**config.mk**
```make
export PLATFORM = sky130hd
export DESIGN_NAME = clkgen_mode_ctrl
export DESIGN_NICKNAME = d
export VERILOG_FILES = /design/src/rtl/clkgen_ctrl_pkg.sv /design/src/rtl/ctl_sync.sv /design/src/rtl/ctl_shift.sv /design/src/rtl/ctl_mode_reg.sv /design/src/rtl/clkgen_mode_ctrl.sv
export SDC_FILE = /design/constraint.sdc
export NUM_CORES = 1
export LEC_CHECK = 0
export ABC_CLOCK_PERIOD_IN_PS = 1400
export BUFFER_PORTS_ARGS = -buffer_cell sky130_fd_sc_hd__buf_2
export CAP_MARGIN = 25
export CORE_ASPECT_RATIO = 1.4
export CORE_UTILIZATION = 25
export DETAILED_ROUTE_END_ITERATION = 6
export GPL_TIMING_DRIVEN = 0
export SLEW_MARGIN = 10
export SYNTH_ARGS = -nofsm -noshare
export SYNTH_HDL_FRONTEND = slang
export SYNTH_SLANG_ARGS = --single-unit
export TNS_END_PERCENT = 5
```
**constraint.sdc**
```tcl
create_clock -name clk -period 1.4 [get_ports clk]
set_input_delay 0.07 -clock clk [delete_from_list [all_inputs] [get_ports clk]]
set_output_delay 0.07 -clock clk [all_outputs]
set_load 0.005 [all_outputs]
```
**src/rtl/clkgen_ctrl_pkg.sv**
```systemverilog
package clkgen_ctrl_pkg;
  localparam int WORD_W  = 16;
  localparam int OUT_N   = 6;
  localparam int SEL_W   = 3;
  localparam int RSV_POS = SEL_W;
  localparam int EN_LO   = SEL_W + 1;
  localparam int EN_HI   = EN_LO + OUT_N - 1;
  localparam int KEY_LO  = EN_HI + 1;
  localparam int KEY_W   = WORD_W - KEY_LO;
  localparam int CNT_W   = $clog2(WORD_W) + 2;
  localparam logic [KEY_W-1:0] KEY_VAL = KEY_W'(6'b011100);

  typedef logic [WORD_W-1:0] ctrl_word_t;

  // key matches and reserved bit low
  function automatic logic word_accepts(input ctrl_word_t w);
    return (w[WORD_W-1:KEY_LO] == KEY_VAL) && !w[RSV_POS];
  endfunction

  function automatic logic [OUT_N-1:0] en_field(input ctrl_word_t w);
    return w[EN_HI:EN_LO];
  endfunction

  function automatic logic [SEL_W-1:0] sel_field(input ctrl_word_t w);
    return w[SEL_W-1:0];
  endfunction
endpackage

```
**src/rtl/ctl_sync.sv**
```systemverilog
module ctl_sync #(
  parameter int W      = 4,
  parameter int STAGES = 2
) (
  input  logic         clk,
  input  logic         rst,
  input  logic [W-1:0] d_in,
  output logic [W-1:0] q_out
);
  logic [W-1:0] st [STAGES];

  always_ff @(posedge clk) begin
    if (rst) begin
      for (int s = 0; s < STAGES; s++) st[s] <= '0;
    end else begin
      st[0] <= d_in;
      for (int s = 1; s < STAGES; s++) st[s] <= st[s-1];
    end
  end

  assign q_out = st[STAGES-1];
endmodule

```
**src/rtl/ctl_shift.sv**
```systemverilog
module ctl_shift
  import clkgen_ctrl_pkg::*;
(
  input  logic             clk,
  input  logic             rst,
  input  logic             par_mode,
  input  logic             le_s,
  input  logic             sck_s,
  input  logic             dat_s,
  output ctrl_word_t       word,
  output logic [CNT_W-1:0] bit_cnt,
  output logic             shift_pulse,
  output logic             le_rise
);
  logic le_prev, sck_prev, le_fall;
  localparam logic [CNT_W-1:0] CNT_MAX = '1;

  always_ff @(posedge clk) begin
    if (rst) begin
      le_prev  <= 1'b0;
      sck_prev <= 1'b0;
    end else begin
      le_prev  <= le_s;
      sck_prev <= sck_s;
    end
  end

  assign le_rise     = le_s & ~le_prev;
  assign le_fall     = ~le_s & le_prev;
  assign shift_pulse = sck_s & ~sck_prev & ~le_s & ~par_mode;

  always_ff @(posedge clk) begin
    if (rst) begin
      word    <= '0;
      bit_cnt <= '0;
    end else if (par_mode || le_rise || le_fall) begin
      bit_cnt <= '0;
    end else if (shift_pulse) begin
      word <= {word[WORD_W-2:0], dat_s};
      if (bit_cnt != CNT_MAX) bit_cnt <= bit_cnt + 1'b1;
    end
  end
endmodule

```
**src/rtl/ctl_mode_reg.sv**
```systemverilog
module ctl_mode_reg
  import clkgen_ctrl_pkg::*;
(
  input  logic             clk,
  input  logic             rst,
  input  logic             par_mode,
  input  logic             commit,
  input  ctrl_word_t       word,
  input  logic [SEL_W-1:0] par_bits,
  output logic [OUT_N-1:0] out_en,
  output logic [SEL_W-1:0] fs_sel
);
  logic [OUT_N-1:0] en_next;
  assign en_next = en_field(word);

  for (genvar i = 0; i < OUT_N; i++) begin : g_en
    logic en_bit;
    always_ff @(posedge clk) begin
      if (rst || par_mode) en_bit <= 1'b1;
      else if (commit)     en_bit <= en_next[i];
    end
    assign out_en[i] = en_bit;
  end

  always_ff @(posedge clk) begin
    if (rst)           fs_sel <= '0;
    else if (par_mode) fs_sel <= par_bits;
    else if (commit)   fs_sel <= sel_field(word);
  end
endmodule

```
**src/rtl/clkgen_mode_ctrl.sv**
```systemverilog
module clkgen_mode_ctrl
  import clkgen_ctrl_pkg::*;
#(
  parameter int SYNC_STAGES = 2
) (
  input  logic             clk,
  input  logic             rst,
  input  logic             par_sel,
  input  logic             pin_le,
  input  logic             pin_dat,
  input  logic             pin_sck,
  output logic [OUT_N-1:0] out_en,
  output logic [SEL_W-1:0] fs_sel
);
  logic [3:0]       pins_s;
  logic             par_mode, le_s, dat_s, sck_s;
  ctrl_word_t       word;
  logic [CNT_W-1:0] bit_cnt;
  logic             shift_pulse, le_rise, commit;

  ctl_sync #(.W(4), .STAGES(SYNC_STAGES)) u_sync (
    .clk(clk), .rst(rst),
    .d_in({par_sel, pin_le, pin_sck, pin_dat}),
    .q_out(pins_s)
  );
  assign {par_mode, le_s, sck_s, dat_s} = pins_s;

  ctl_shift u_shift (
    .clk(clk), .rst(rst), .par_mode(par_mode),
    .le_s(le_s), .sck_s(sck_s), .dat_s(dat_s),
    .word(word), .bit_cnt(bit_cnt),
    .shift_pulse(shift_pulse), .le_rise(le_rise)
  );

  assign commit = le_rise && !par_mode &&
                  (bit_cnt == CNT_W'(WORD_W)) && word_accepts(word);

  ctl_mode_reg u_reg (
    .clk(clk), .rst(rst), .par_mode(par_mode), .commit(commit),
    .word(word), .par_bits({le_s, sck_s, dat_s}),
    .out_en(out_en), .fs_sel(fs_sel)
  );
endmodule

```
==> metrics.csv, run 1 <==
stage,metric,value,unit
global_routing,gr-total-overflow,0,
yosys,synth_edf_count,0,
yosys,synth.distinct_cells,28,
finish,mostFrequentLayoutCell,nand2_1,
worst_setup_path,crit_type,reg2reg,
die,coreArea,6250,um2
route,route.met2.wl,1320,um
global_routing,grt_antenna_before_repair,0,
worst_setup_path,rrSetupSlack,-0.04,ns
sta,finalHoldViolCount,0,
sta,rsz0062_at_grt,yes,
min_path,hold_start,rst,
sta,setup_violations,3,
yosys,ys_ff_latch,41,
die,initial_core_util,25.9,%
sta,clock_skew,0.00495,ns
run,max-cap-violations,0,
yosys,ys_async_sr_fraction,0,%
global_routing,grtUsageTotal,9.01,%
worst_setup_path,crit_required,1.56,ns
yosys,synthMuxAreaShare,6.17,%
yosys,synth_top_flop_cell,dfxtp_1,
worst_setup_path,crit_fanout,9,
clocking,cts_num_sinks,41,
route,drt_pass1_iterations,4,
sta,worst_slack,-0.0413,ns
route,dr_total_vias,1195,
worst_setup_path,worst_path_largest_cell_delay,0.36,ns
clocking,htreeDepth,2,
yosys,synth-xor-area-share,2.16,%
pwr,clkPwrFrac,36.0,%
route,routedWlPerCell,10.3,um
yosys,synth_top_area_share,50.6,%
route,drc,0,
placement,routabilityCongestion,0.680,
clocking,clock_latency,0.29,ns
global_routing,grt_max_degree,12,
worst_setup_path,startpoint_type,flop,
sta,relSlewSlack,53.1,%
yosys,synth.cell_area,1620,um2
sta,final_max_slew_viol_count,0,
min_path,hold_depth,3,
sta,min_period,1.44,ns
global_routing,grt_pass1_wl,4830,um
yosys,syn_avg_cell_area,9.37,um2
sta,fmax,0.694,GHz
worst_setup_path,arrival,1.60,ns
worst_setup_path,slowest_stage,dfxtp_2,
worst_setup_path,worstReg2RegEnd,u_reg.fs_sel[2],
route,ant_nets,0,
clocking,cts_made_buffers,5,
placement,io_buffer_count,14,
route,wirelength,2790,um
clocking,cts-root-buf,clkbuf_8,
pwr,vdd_drop_max,484,uV
die,io_pins,15,
pwr,switchingPower,445,uW
global_routing,first_global_vias,1138,
yosys,synth-compound-area-share,9.88,%
finish,diodes,0,
pwr,internal-power,1580,uW
status,status,finished with violations,
worst_setup_path,r2r.worst_path.cells,7,
yosys,synth_top_family_by_area,simple AND/OR/NAND/NOR gates,
die,die_w,70.1,um
yosys,syn_inst,173,
finish,final_layout_size_suffix_gt1_share,27.0,%
route,wl_met3,117,um
clocking,cts_max_path_buffers,2,
die,die_h,97.3,um
pwr,p_comb_share,5.0,%
yosys,synth.net_count,181,
route,vias_per_cell,4.39,
pwr,seqPwrFrac,59.0,%
finish,final_net_count,207,
yosys,synthSimpleGateAreaFrac,23.0,%
worst_setup_path,rr_startpoint,u_shift.bit_cnt[1],
clocking,tritoncts,done,
min_path,holdPathEnd,u_reg.g_en[4].en_bit,
placement,hpwlAfterDp,1940,um
sta,tightest_slew,0.704,ns
worst_setup_path,crit_chain,inv_2 -> ha_2 -> and3b_1 -> nand4_1 -> buf_6 -> mux2i_1 -> a211oi_2,
die,fp.dieArea,6820,um2
die,num_rows,34,
sta,period_share,103,%
status,violations,setup timing,
min_path,min_path_type,in2reg,
yosys,yosysTopAreaCell,dfxtp_1,
yosys,synth_area_leaders,"dfxtp_1, nand2_1, mux2i_1",
route,routedLengthMet1,1290,um
yosys,yosys.area_share.adder,1.54,%
route,drt_iter0_markers,31,
finish,syn_to_final_growth,20.4,%
sta,worst_hold_slack,0.0743,ns
pwr,switching_share,21.9,%
pwr,p_total,2030,uW
yosys,ys.warnings.count,0,
pwr,pwr_density_cell,1040,nW/um2
clocking,clkTransAtPathRegs,0.07,ns
yosys,ys_seq_area_share,50.6,%
route,top_layer_used,met4,
pwr,p_leak,0.000739,uW
finish,final_cell_mix,"nand2_1, dfxtp_1, buf_2",
worst_setup_path,end_kind,flop,
cell usage after synthesis (2+ instances only):
library cell	count
a211oi_1	4
a21oi_1	7
a21oi_2	10
buf_2	2
buf_4	7
clkbuf_1	4
dfxtp_1	41
ha_1	2
inv_1	5
mux2i_1	10
nand2_1	40
nand3_1	2
nand4_1	3
nor2_1	9
nor2b_1	10
nor3_1	2
nor4bb_1	2
xnor2_1	2
xor2_1	2
routing by layer:
layer  vias up  track usage, %
li1        614               -
met1       554            9.57
met2        19            15.5
met3         8            2.80
met4         0            5.08
met5         -               0
area by class of cell:
cell class | count | area [um2]
Clock buffer | 8 | 80.1
Timing Repair Buffer | 19 | 118
Buffer | 14 | 98.8
Tap cell | 72 | 90.1
Inverter | 5 | 18.8
Fill cell | 639 | 4300
Sequential cell | 41 | 826
Multi-Input combinational cell | 113 | 722
kinds of logic (layout without fill, tap and decap cells):
| family | count (synthesis) | after routing |
|---|---|---|
| AND/OR/NAND/NOR | 75 | 75 |
| XOR/XNOR | 4 | 4 |
| buffers and inverters | 19 | 46 |
| adder cells (fa/ha/maj) | 2 | 2 |
| flip-flops | 41 | 41 |
| AO/OA/AOI/OAI | 22 | 22 |
| multiplexers | 10 | 10 |
timing repair:
item | in CTS | in global routing
hold endpoints to repair | 4 | 0
setup buffers | 1 | 0
pin swaps | 5 | 3
hold buffers | 4 | 0
setup endpoints to repair | 31 | 22
resized for setup | 11 | 5
worst max path at each step:
| stage | start | to | slack [ns] |
|---|---|---|---|
| final | u_shift.bit_cnt[1] | u_reg.fs_sel[2] | -0.04 |
| after global routing | u_shift.bit_cnt[1] | u_reg.fs_sel[2] | -0.15 |
| after CTS | u_shift.bit_cnt[1] | u_reg.fs_sel[0] | -0.07 |
| after detailed placement | u_sync.st[0][7] | u_shift.word[5] | -0.24 |
| after global placement | u_sync.st[0][7] | u_shift.word[13] | -0.25 |
| after floorplan | u_sync.st[0][7] | u_shift.word[10] | -0.02 |
through the flow:
step | setup TNS (ns) | setup WS, ns | std cells | instance area, um2 | utilization (%)
after floorplan | -0.167 | -0.0167 | 173 | 1620 | -
after global placement | -3.60 | -0.248 | 259 | 1780 | 28.5
after detailed placement | -4.14 | -0.243 | 259 | 1780 | 28.5
after CTS | -0.262 | -0.0654 | 272 | 1930 | 30.9
after global routing | -1.86 | -0.154 | 272 | 1950 | 31.2
final | -0.0934 | -0.0413 | 272 | 1950 | 31.2
power by group through the flow:
stage	Combinational (uW)	Sequential, uW	Clock [uW]
finish	101	1200	731
global route	113	1200	814
CTS	101	1200	765
detailed placement	89.1	1220	0
global placement	87.7	1220	0
floorplan	60.1	1220	0
state kept, by name, summed over array words and instances (netlist names):
| register | count |
|---|---|
| u_shift.word | 16 |
| u_sync.st | 8 |
| u_reg.g_en.en_bit | 6 |
| u_shift.bit_cnt | 6 |
| u_reg.fs_sel | 3 |
| u_shift.le_prev | 1 |
| u_shift.sck_prev | 1 |
worst max-delay path, delay by kind of cell (launching register included):
kind	cells	cell delay [ns]
mux	1	0.23
compound gates	1	0.09
fa+ha+maj	1	0.16
simple gates	2	0.26
flops	1	0.36
buf+inv	2	0.21
(Power assumes the default switching activity.)
==> run 2, diff against run 1 <==
BUFFER_PORTS_ARGS = -buffer_cell sky130_fd_sc_hd__buf_4   (was -buffer_cell sky130_fd_sc_hd__buf_2)
CORE_ASPECT_RATIO = unset   (was 1.4)
==> run 2 against run 1 <==
The flow still finishes with violations (setup timing). Non-clock buffer count unchanged. Sequential share of layout area decreased by 1.1 points. Clock-buffer cell count decreased by 2. Routed wire length increased by 3.3%. First-iteration DRC count increased by 120%. Clock power increased by 1%.
==> metrics.csv, run 2 (synthesis results as in run 1) <==
stage,metric,value,unit,change
status,status,finished with violations,,
status,violations,setup timing,,
pwr,switchingPower,464,uW,+4.3%
worst_setup_path,rrSetupSlack,-0.01,ns,+0.03 ns
pwr,seqPwrFrac,58.6,%,-0.4 points
sta,setup_violations,3,,unchanged
placement,placed_cell_area,1820,um2,+2.2%
finish,stdcell_count,275,,+1.1%
sta,period_share,101,%,-1.9 points
finish,stdcell_area,2010,um2,+2.9%
worst_setup_path,arrival,1.58,ns,-0.02 ns
finish,syn_to_final_growth,23.9,%,
finish,largest_reg_flops,16,,unchanged
die,io_pins,15,,unchanged
clocking,clkTransAtPathRegs,0.08,ns,about the same
clocking,cts_num_sinks,41,,unchanged
die,fp.dieArea,6810,um2,about the same
pwr,p_total,2040,uW,+0.79%
finish,final_layout_size_suffix_gt1_share,28.0,%,+1.0 points
worst_setup_path,crit_type,reg2reg,,
min_path,holdPathEnd,u_reg.g_en[3].en_bit,,
finish,mostFrequentLayoutCell,nand2_1,,
finish,top_register,u_shift.word,,
pwr,clkPwrFrac,36.2,%,+0.2 points
global_routing,grt_pass1_wl,4810,um,-0.43%
sta,finalHoldViolCount,0,,unchanged
route,drt_iter0_markers,69,,+120%
global_routing,gr-total-overflow,0,,unchanged
placement,placed_cells,262,,+1.2%
pwr,p_leak,0.000760,uW,+2.8%
global_routing,first_global_vias,1058,,-7.0%
worst_setup_path,crit_required,1.56,ns,about the same
clocking,cts-root-buf,clkbuf_8,,
sta,tightest_slew,0.738,ns,+0.0341 ns
pwr,switching_share,22.7,%,+0.76 points
die,initial_core_util,26.6,%,+0.67 points
worst_setup_path,crit_fanout,9,,unchanged
sta,clock_skew,0.00756,ns,+0.00261 ns
sta,relSlewSlack,50.8,%,-2.3 points
route,routedWlPerCell,10.5,um,+2.2%
route,dr_total_vias,1174,,-1.8%
route,wirelength,2880,um,+3.3%
placement,routabilityCongestion,0.694,,+2.1%
worst_setup_path,end_kind,flop,,
finish,largest_registers,"u_shift.word: 16 flops, u_sync.st: 8 flops",,
pwr,vdd_drop_max,721,uV,+49%
worst_setup_path,r2r.worst_path.cells,7,,unchanged
route,drt_pass1_iterations,4,,unchanged
run,max-cap-violations,0,,unchanged
global_routing,grt_antenna_before_repair,0,,unchanged
clocking,cts_made_buffers,5,,unchanged
min_path,hold_depth,3,,unchanged
clocking,cts_max_path_buffers,2,,unchanged
die,die_w,82.5,um,+18%
route,ant_nets,0,,unchanged
pwr,p_comb_share,5.2,%,+0.2 points
pwr,internal-power,1580,uW,-0.20%
finish,final_cell_mix,"nand2_1, dfxtp_1, buf_4",,
route,drc,0,,unchanged
global_routing,grtUsageTotal,9.79,%,+0.78 points
finish,fin_util,33.0,%,+1.7 points
die,die_h,82.5,um,-15%
finish,diodes,0,,unchanged
placement,hpwlAfterDp,1940,um,+0.14%
placement,pre_cts_ws,-0.291,ns,-0.0481 ns
sta,fmax,0.707,GHz,+1.9%
die,coreArea,6100,um2,-2.5%
sta,min_period,1.41,ns,-0.0270 ns
min_path,hold_start,rst,,
worst_setup_path,worstReg2RegEnd,u_reg.fs_sel[2],,
global_routing,grt_max_degree,13,,+1
placement,io_buffer_count,14,,unchanged
min_path,min_path_type,in2reg,,
sta,worst_slack,-0.0143,ns,+0.0270 ns
clocking,tritoncts,done,,
worst_setup_path,startpoint_type,flop,,
pwr,pwr_density_cell,1020,nW/um2,-2.0%
die,num_rows,28,,-18%
finish,final_net_count,207,,unchanged
route,vias_per_cell,4.27,,-2.8%
sta,rsz0062_at_grt,yes,,
clocking,htreeDepth,2,,unchanged
sta,final_max_slew_viol_count,0,,unchanged
clocking,clock_latency,0.29,ns,about the same
worst_setup_path,rr_startpoint,u_shift.bit_cnt[0],,
## run 2: cell types whose count changed in the layout (fill, tap and decap cells not counted), moves of 2 or more
cell | previous run | this run
buf_2 | 15 | 0
buf_4 | 9 | 23
clkbuf_1 | 6 | 4
clkinv_2 | 0 | 2
nor4bb_2 | 2 | 0
nor4bb_4 | 0 | 2
## run 2: through the flow
step	hold WS [ns]	TNS [ns]
detailed placement	0.296	-4.52
finish	0.0425	-0.0256
global route	0.0425	-1.67
CTS	0.0377	-0.0756
global placement	0.279	-3.39
floorplan	0.198	-0.167
## run 2: worst max-delay path: stages (launching register included)
cell	delay [ns]
dfxtp_2	0.37
inv_2	0.04
ha_2	0.14
and3b_1	0.17
nand4_1	0.10
buf_6	0.18
mux2i_1	0.20
a211oi_1	0.09
## run 2: metal layers
layer,routed length [um],part of all wire [%],global-route usage [%]
met1,1420,49,12.2
met2,1270,44,14.9
met3,115,4.0,2.97
met4,68,2.4,5.69
met5,0,0,0
## run 2: what timing repair did
item | in CTS | in global routing
gates resized for setup | 12 | 7
hold endpoints to repair | 4 | 0
buffers inserted | 1 | 0
pin swaps | 4 | 0
gates cloned | 0 | 0
hold buffers | 4 | 0
endpoints found under the setup margin | 31 | 22
## run 2: worst max-delay path by stage
stage,from,end,slack (ns),cells past startpoint
floorplan,u_sync.st[0][7],u_shift.word[10],-0.02,6
global placement,u_sync.st[0][7],u_shift.word[13],-0.23,6
detailed placement,u_sync.st[0][7],u_shift.word[8],-0.29,6
CTS,u_shift.bit_cnt[0],u_reg.fs_sel[2],-0.03,7
global route,u_shift.word[12],u_reg.fs_sel[2],-0.13,5
finish,u_shift.bit_cnt[0],u_reg.fs_sel[2],-0.01,7
## run 2: final cells by class
class	count	area (um2)
sequential	41	827
multi-input combinational	113	733
timing repair buffer	19	153
tap	75	93.8
clock buffer	6	72.6
fill	652	4090
buffer	14	101
inverter	5	18.8
clock inverter	2	10.0
## run 2: power by group through the flow
stage	registers (uW)	logic (uW)	clock network, uW
final	1200	105	741
after detailed placement	1220	94.0	0
after global routing	1200	118	817
after CTS	1200	107	767
after floorplan	1220	60.1	0
after global placement	1220	93.4	0
==> run 3, diff against run 2 <==
ABC_AREA = 1   (was unset)
CELL_PAD_IN_SITES_DETAIL_PLACEMENT = 1   (was unset)
CELL_PAD_IN_SITES_GLOBAL_PLACEMENT = 1   (was unset)
CTS_BUF_LIST = sky130_fd_sc_hd__clkbuf_8   (was unset)
PLACE_DENSITY_LB_ADDON = 0.1   (was unset)
==> run 3 against run 2 <==
The run now ends clean. Combinational power rose by 95%. First-iteration DRC count fell by 17%. Register-to-register slack better by 0.06 ns. Final cell count increased by 19%. Global-route usage rose by 2.3 points. Area after synthesis rose by 6.1%. Worst setup slack better by 0.059 ns. Clock-buffer cell count is the same. Critical path type unchanged. Utilization grew 3.5 points. Maximum frequency up 4.4%. Power is 8.0% higher. Synthesized cell count is 22% higher.
==> metrics.csv, run 3 <==
stage,metric,value,unit,change
finish,final_net_count,258,,+25%
sta,setup_violations,0,,-3
sta,tightest_slew,0.577,ns,-0.161 ns
yosys,synth_edf_count,0,,unchanged
route,drt_pass1_iterations,6,,+2
clocking,clkTransAtPathRegs,0.08,ns,about the same
finish,syn_to_final_growth,37.7,%,
worst_setup_path,crit_required,1.55,ns,about the same
yosys,post-synth-top-count-cell,dfxtp_1,,
run,max-cap-violations,0,,unchanged
clocking,cts_max_path_buffers,2,,unchanged
finish,nFillCells,772,,+18%
global_routing,grtUsageTotal,12.1,%,+2.3 points
sta,relSlewSlack,61.6,%,+11 points
yosys,ys.warnings.count,0,,unchanged
pwr,vdd_drop_max,402,uV,-44%
worst_setup_path,end_kind,flop,,
die,die_w,85.0,um,+2.9%
finish,diodes,0,,unchanged
route,wirelength,4180,um,+45%
status,status,completed,,
finish,largest_registers,"u_shift.word: 16 flops, u_sync.st: 8 flops",,
yosys,synth_area_leaders,"dfxtp_1, nand2_1, inv_1",,
global_routing,grt_antenna_before_repair,0,,unchanged
sta,min_period,1.36,ns,-0.0591 ns
yosys,synth_commonest_cells,"dfxtp_1, nand2_1, inv_1, nor2_1, a21oi_1",,
clocking,cts_num_sinks,41,,unchanged
die,fp.dieArea,7220,um2,+6.0%
finish,final_cell_mix,"dfxtp_1, buf_4, nand2_1, inv_1, nor2_1",,
placement,routabilityCongestion,0.729,,+5.1%
worst_setup_path,crit_fanout,7,,-2
finish,mostFrequentLayoutCell,dfxtp_1,,
route,drt_iter0_markers,57,,-17%
route,drc,0,,unchanged
route,vias_per_cell,4.36,,+2.1%
global_routing,grt_pass1_wl,6750,um,+40%
die,num_rows,29,,+3.6%
clocking,cts-root-buf,clkbuf_8,,
yosys,synth.cell_area,1720,um2,+6.1%
worst_setup_path,arrival,1.50,ns,-0.08 ns
finish,fin_util,36.5,%,+3.5 points
route,routedWlPerCell,12.8,um,+22%
sta,period_share,96.8,%,-4.2 points
yosys,ys_async_sr_fraction,0,%,unchanged
worst_setup_path,crit_type,reg2reg,,
worst_setup_path,startpoint_type,flop,,
die,initial_core_util,26.5,%,-0.11 points
route,dr_total_vias,1426,,+21%
global_routing,first_global_vias,1413,,+34%
clocking,tritoncts,done,,
finish,final_layout_size_suffix_gt1_share,36.4,%,+8.4 points
sta,final_max_slew_viol_count,0,,unchanged
min_path,min_path_type,in2reg,,
yosys,ys_seq_area_share,47.7,%,-2.9 points
yosys,synth_top_area_share,47.7,%,-2.9 points
global_routing,gr-total-overflow,0,,unchanged
clocking,htreeDepth,2,,unchanged
finish,top_register,u_shift.word,,
yosys,syn_inst,211,,+22%
sta,fmax,0.738,GHz,+4.4%
die,coreArea,6490,um2,+6.5%
clocking,clock_latency,0.29,ns,about the same
yosys,synth_top_flop_cell,dfxtp_1,,
sta,rsz0062_at_grt,yes,,
sta,finalHoldViolCount,0,,unchanged
placement,pre_cts_ws,-0.202,ns,+0.0885 ns
yosys,synth.net_count,219,,+21%
yosys,yosysTopAreaCell,dfxtp_1,,
pwr,p_total,2210,uW,+8.0%
worst_setup_path,r2r.worst_path.cells,8,,+1
placement,hpwlAfterDp,2650,um,+36%
yosys,ys_ff_latch,41,,unchanged
sta,worst_slack,0.0447,ns,+0.0591 ns
sta,worst_hold_slack,0.201,ns,+0.158 ns
finish,largest_reg_flops,16,,unchanged
route,ant_nets,0,,unchanged
global_routing,grt_max_degree,12,,-1
pwr,p_leak,0.000943,uW,+24%
die,io_pins,15,,unchanged
die,die_h,85.0,um,+2.9%
sta,clock_skew,0.00938,ns,+0.00182 ns
yosys,syn_avg_cell_area,8.15,um2,-13%
pwr,pwr_density_cell,931,nW/um2,-8.4%
min_path,hold_depth,4,,+1
placement,io_buffer_count,14,,unchanged
yosys,synth.distinct_cells,26,,-7.1%
clocking,cts_made_buffers,5,,unchanged
## run 3: worst paths after layout
path	startpoint	to	slack, ns
worst max-delay path	u_sync.st[0][7]	u_shift.word[14]	0.04
worst max register to register	u_sync.st[0][7]	u_shift.word[14]	0.04
worst min register to register	u_sync.st[0][2]	u_sync.st[0][6]	0.39
worst min-delay path	rst	u_reg.g_en[1].en_bit	0.20
## run 3: cell families after synthesis
logic type / share of synthesized area [%]
AND/OR/NAND/NOR: 20.1
AO/OA/AOI/OAI: 18.3
buffers and inverters: 11.5
flip-flops: 47.7
XOR/XNOR: 1.02
adder cells (fa/ha/maj): 1.45
## run 3: layout make-up
class / count / area (um2) / share of cell area (%)
Timing Repair Buffer: 31 / 294 / 12.4
Clock inverter: 1 / 3.75 / 0.158
Sequential cell: 41 / 833 / 35.2
Clock buffer: 6 / 82.6 / 3.48
Inverter: 30 / 126 / 5.33
Tap cell: 77 / 96.3 / 4.07
Buffer: 12 / 103 / 4.33
Multi-Input combinational cell: 129 / 831 / 35.1
## run 3: repair_timing
| item | CTS | global route |
|---|---|---|
| setup endpoints to repair | 31 | 31 |
| setup buffers | 2 | 8 |
| hold buffers | 4 | 0 |
| cloned | 0 | 4 |
| pin swaps | 1 | 4 |
| hold endpoints to repair | 4 | 0 |
| resized for setup | 9 | 40 |
## run 3: metal layers
metal,GRT usage [%],routed length (um),vias to the layer above
met1,15.3,1990,667
met3,2.92,93,4
li1,-,-,740
met4,4.16,46,0
met2,20.3,2050,15
met5,0,0,-
## run 3: worst max-delay path: stages (launching register included)
cell and delay, ns:
dfxtp_4 0.38, inv_8 0.06, nand2_4 0.04, nor3_4 0.21
buf_12 0.17, nand2_8 0.08, clkbuf_16 0.17, nand2_2 0.05
a21oi_1 0.05
## run 3: metrics by stage
| step | std cells | TNS [ns] | cell area [um2] |
|---|---|---|---|
| floorplan | 211 | 0 | 1720 |
| finish | 327 | 0 | 2370 |
| CTS | 315 | -0.0287 | 2100 |
| detailed placement | 302 | -4.95 | 1920 |
| global placement | 302 | -5.07 | 1920 |
| global route | 327 | -0.544 | 2370 |
## run 3: where the power goes
part	switching (uW)	internal (uW)	total (uW)
Sequential	19.9	1190	1210
Clock	408	385	793
Combinational	107	98.3	205
Total	534	1670	2210
